File: src/rtl/sec_irq_timer.sv
module sec_irq_timer #(
  parameter int unsigned CLK_HZ      = 50_000_000,
  parameter int unsigned DEBOUNCE_MS = 20,
  parameter int unsigned DATA_W      = 32,
  parameter int unsigned ADDR_W      = 2
) (
  input  logic              clk,
  input  logic              rst_n,
  input  logic              btn_raw,
  input  logic              rd_en,
  input  logic              wr_en,
  input  logic [ADDR_W-1:0] addr,
  input  logic [DATA_W-1:0] wdata,
  output logic [DATA_W-1:0] rdata,
  output logic              irq
);
  localparam int unsigned DB_RAW = CLK_HZ / 1000 * DEBOUNCE_MS;
  localparam int unsigned DB_CYC = (DB_RAW > 0) ? DB_RAW : 1;
  localparam int unsigned SW     = (CLK_HZ > 1) ? $clog2(CLK_HZ) : 1;
  localparam int unsigned DW     = $clog2(DB_CYC + 1);
  localparam logic [ADDR_W-1:0] A_CAUSE = ADDR_W'(0);
  localparam logic [ADDR_W-1:0] A_MASK  = ADDR_W'(1);

  logic [SW-1:0] sec_cnt;
  logic          sec_hit;
  assign sec_hit = (sec_cnt == SW'(CLK_HZ - 1));

  always_ff @(posedge clk) begin
    if (!rst_n)       sec_cnt <= '0;
    else if (sec_hit) sec_cnt <= '0;
    else              sec_cnt <= sec_cnt + 1'b1;
  end

  logic [1:0]    btn_sync;
  logic          btn_db;
  logic [DW-1:0] db_cnt;
  logic          differ, db_done, press;

  assign differ  = btn_sync[1] ^ btn_db;
  assign db_done = differ && (db_cnt == DW'(DB_CYC - 1));
  assign press   = db_done && btn_sync[1];

  always_ff @(posedge clk) begin
    if (!rst_n) begin
      btn_sync <= '0;
      btn_db   <= 1'b0;
      db_cnt   <= '0;
    end else begin
      btn_sync <= {btn_sync[0], btn_raw};
      if (!differ) begin
        db_cnt <= '0;
      end else if (db_done) begin
        db_cnt <= '0;
        btn_db <= btn_sync[1];
      end else begin
        db_cnt <= db_cnt + 1'b1;
      end
    end
  end

  logic [1:0] cause, mask, set_v, clr_v;
  logic       sel_cause, sel_mask;

  assign sel_cause = (addr == A_CAUSE);
  assign sel_mask  = (addr == A_MASK);
  assign set_v     = {press, sec_hit};
  assign clr_v     = ((wr_en && sel_cause) ? wdata[1:0] : 2'b00)
                   | ((rd_en && sel_cause) ? 2'b11 : 2'b00);

  always_ff @(posedge clk) begin
    if (!rst_n) begin
      cause <= '0;
      mask  <= '0;
    end else begin
      cause <= (cause & ~clr_v) | set_v;
      if (wr_en && sel_mask) mask <= wdata[1:0];
    end
  end

  always_comb begin
    rdata = '0;
    if (sel_cause)     rdata[1:0] = cause;
    else if (sel_mask) rdata[1:0] = mask;
  end

  assign irq = |(cause & mask);

  logic unused_wdata;
  assign unused_wdata = &{1'b0, wdata[DATA_W-1:2]};
endmodule


File: config.mk
export PLATFORM = sky130hd
export DESIGN_NAME = sec_irq_timer
export DESIGN_NICKNAME = d
export VERILOG_FILES = /design/src/rtl/sec_irq_timer.sv
export SDC_FILE = /design/constraint.sdc
export NUM_CORES = 1
export LEC_CHECK = 0
export ABC_AREA = 1
export BUFFER_PORTS_ARGS = -buffer_cell sky130_fd_sc_hd__buf_4
export CORE_UTILIZATION = 54
export DETAILED_ROUTE_END_ITERATION = 12
export PLACE_DENSITY = 0.8
export SLEW_MARGIN = 25
export SYNTH_ARGS = -nofsm -noshare
export SYNTH_HDL_FRONTEND = slang
export SYNTH_SLANG_ARGS = --single-unit
File: constraint.sdc
create_clock -name clk -period 1.5 [get_ports clk]
set_input_delay 0.3 -clock clk [delete_from_list [all_inputs] [get_ports clk]]
set_output_delay 0.3 -clock clk [all_outputs]
set_load 0.005 [all_outputs]
==> flow_summary.toml <==
[die]
fp.coreArea_sq_um = 5240
die-area_sq_um = 5840
die_h_um = 76.4
fp.dieW_um = 76.4
ios = 72
fp-row-count = 26
start_util_pct = 57.1

[place]
hpwl_mm = 4.38
io_buffers = 11
dp.cells = 531
gp_congestion = 0.913

[logic_synthesis]
syn_inst = 445
synth_area_sq_um = 2990
ys_seq_area_share_pct = 35.5
yosys_register_bits = 53
yosysWarningCount = 0
synth_cell_types = 28
synth.avg_cell_area_sq_um = 6.73

[final_layout]
final_util_pct = 61.5
instances_no_fill = 540
layout-drive-gt1-share_pct = 12.3
n_antenna_cell = 0
final_common_cell = "nand2_1"
nets = 510
mostFrequentLayoutCells = "106 x nand2_1, 84 x nor2_1, 51 x dfxtp_1"
area_growth_pct = 7.57

[timing]
fmax_ghz = 0.699
skew_ns = 0.00704
finalCritPeriodShare_pct = 95.4
timing_hold_violations_final = 0
slew_viol_final = 0
setup_viol = 0
whs_ns = 0.177
fin_crit_ns = 1.43

[power_and_ir_drop]
cellLeakagePower_nw = 1.14
pwr_density_cell_nw_per_um2 = 721
ir_worst_vdd_v = 0.000405

[cts]
cts_sinks = 53
cts_buffer_depth = 2
clkTransAtPathRegs_ns = 0.10
htree_levels = 2
worstSkewPairLatency_ns = 0.30
cts_root_buf = "clkbuf_8"
cts_tree = "done"
cts_buffers = 5

[worst_hold_path]
hp-class = "in -> reg"
hold_path_depth = 3

[global_routing]
grt_use_total_pct = 20.9
grt_antenna_before_repair = 0
grt_pass1_vias = 2469
grt-ovfl-total = 0
grt_max_degree = 17
grt_pass1_wl_mm = 10.0

[setup_path]
crit_path_end_kind = "register"
crit_type = "reg -> reg"
critPathRequiredTime_ns = 1.69
crit_fanout = 14
start_kind = "register"
ff2ff_path_depth = 8
worst_ep_arrival_time_ns = 1.62

[run_status]
status = "completed"

[drt]
wirelength_mm = 5.79
viasPerCell = 4.85
via_count = 2619
first_pass_iters = 4
drtAntennaViolNets = 0
drc = 0
wl_per_cell_um = 10.7
first_iter_violations = 139

[flow_run]
max-cap-violations = 0
[per-stage QoR]
step / worst slack, ns / setup TNS (ns) / cell area, sq um / power (mW)
after global placement: 0.102 / 0 / 3110 / 1.56
after floorplan: 0.113 / 0 / 3100 / 1.58
final: 0.0694 / 0 / 3220 / 2.32
after detailed placement: 0.0647 / 0 / 3110 / 1.57
after CTS: 0.0507 / 0 / 3190 / 2.34
after global routing: -0.0144 / -0.0238 / 3220 / 2.43
[cells in the mapped netlist]
library cell / number / area share [%]
and2_2: 1 / 0.25
o22ai_1: 3 / 0.63
nand2_1: 106 / 13
a21oi_1: 21 / 3.5
nand4_1: 6 / 1.3
xnor2_1: 12 / 3.5
nand3_1: 29 / 4.8
nand2_4: 1 / 0.38
xor2_1: 7 / 2.0
inv_1: 49 / 6.1
conb_1: 1 / 0.13
nand3_2: 3 / 1.0
buf_8: 2 / 1.0
or2_0: 1 / 0.21
a21oi_2: 2 / 0.59
or2_2: 5 / 1.0
dfxtp_1: 53 / 35
nor3_1: 2 / 0.33
o21ai_0: 4 / 0.67
nand3b_1: 3 / 0.75
ha_1: 2 / 0.84
nor2_4: 3 / 1.1
buf_4: 31 / 7.8
nand2_2: 2 / 0.42
and2_1: 3 / 0.63
nor2_2: 5 / 1.0
buf_2: 2 / 0.33
nor2_1: 86 / 11
[worst max-delay path, cell delays in order (launching register included)]
cell and delay (ns):
dfxtp_2 0.35, ha_2 0.20, nand3_2 0.12, nor2_4 0.11, and2_1 0.15, nand3_2 0.10
nand2_4 0.11, buf_12 0.14, a21oi_1 0.05
[timing repair]
| item | in CTS | in global routing |
|---|---|---|
| gates resized for setup | 0 | 7 |
| hold buffers | 0 | 0 |
| endpoints found under the setup margin | 0 | 39 |
| buffers inserted | 0 | 1 |
[per-layer routing]
metal	vias up	GRT usage (%)	share of wire [%]
met5	-	0	0
met4	0	9.62	2.5
met3	16	4.07	3.9
met2	77	37.5	50
met1	1161	23.6	43
li1	1365	-	-
[cell type report]
cell class	instances	area (sq um)
fill	503	2020
multi-input combinational	337	1600
sequential	53	1060
timing repair buffer	23	201
inverter	49	184
tap	70	87.6
clock buffer	5	68.8
clock inverter	3	17.5
[worst paths after layout]
check	slack (ns)	to	start
setup reg to reg	0.07	sec_cnt[25]$_SDFF_PP0_	sec_cnt[1]$_SDFF_PP0_
hold reg to reg	0.43	btn_sync[1]$_SDFF_PN0_	btn_sync[0]$_SDFF_PN0_
setup / recovery	0.07	sec_cnt[25]$_SDFF_PP0_	sec_cnt[1]$_SDFF_PP0_
hold / removal	0.18	btn_sync[0]$_SDFF_PN0_	btn_raw
[where the power goes]
group	internal [mW]	total, mW	switching, mW
registers	1.42	1.43	0.00788
clock network	0.323	0.784	0.461
logic	0.0447	0.108	0.0636
total	1.79	2.32	0.532
[logic make-up (layout without fill, tap and decap cells)]
family | Yosys count | count (layout) | synth area share (%)
AO/OA/AOI/OAI | 30 | 30 | 5.39
XOR/XNOR | 19 | 19 | 5.56
adder cells (fa/ha/maj) | 2 | 2 | 0.836
buffers and inverters | 84 | 80 | 15.3
flip-flops | 53 | 53 | 35.5
other | 1 | 30 | 0.125
AND/OR/NAND/NOR | 256 | 256 | 37.4
[registers in the layout, summed over array words and instances (netlist names)]
register  count
sec_cnt      26
db_cnt       20
btn_sync      2
cause         2
mask          2
btn_db        1
Note: power is estimated with default switching activity, not from simulation.
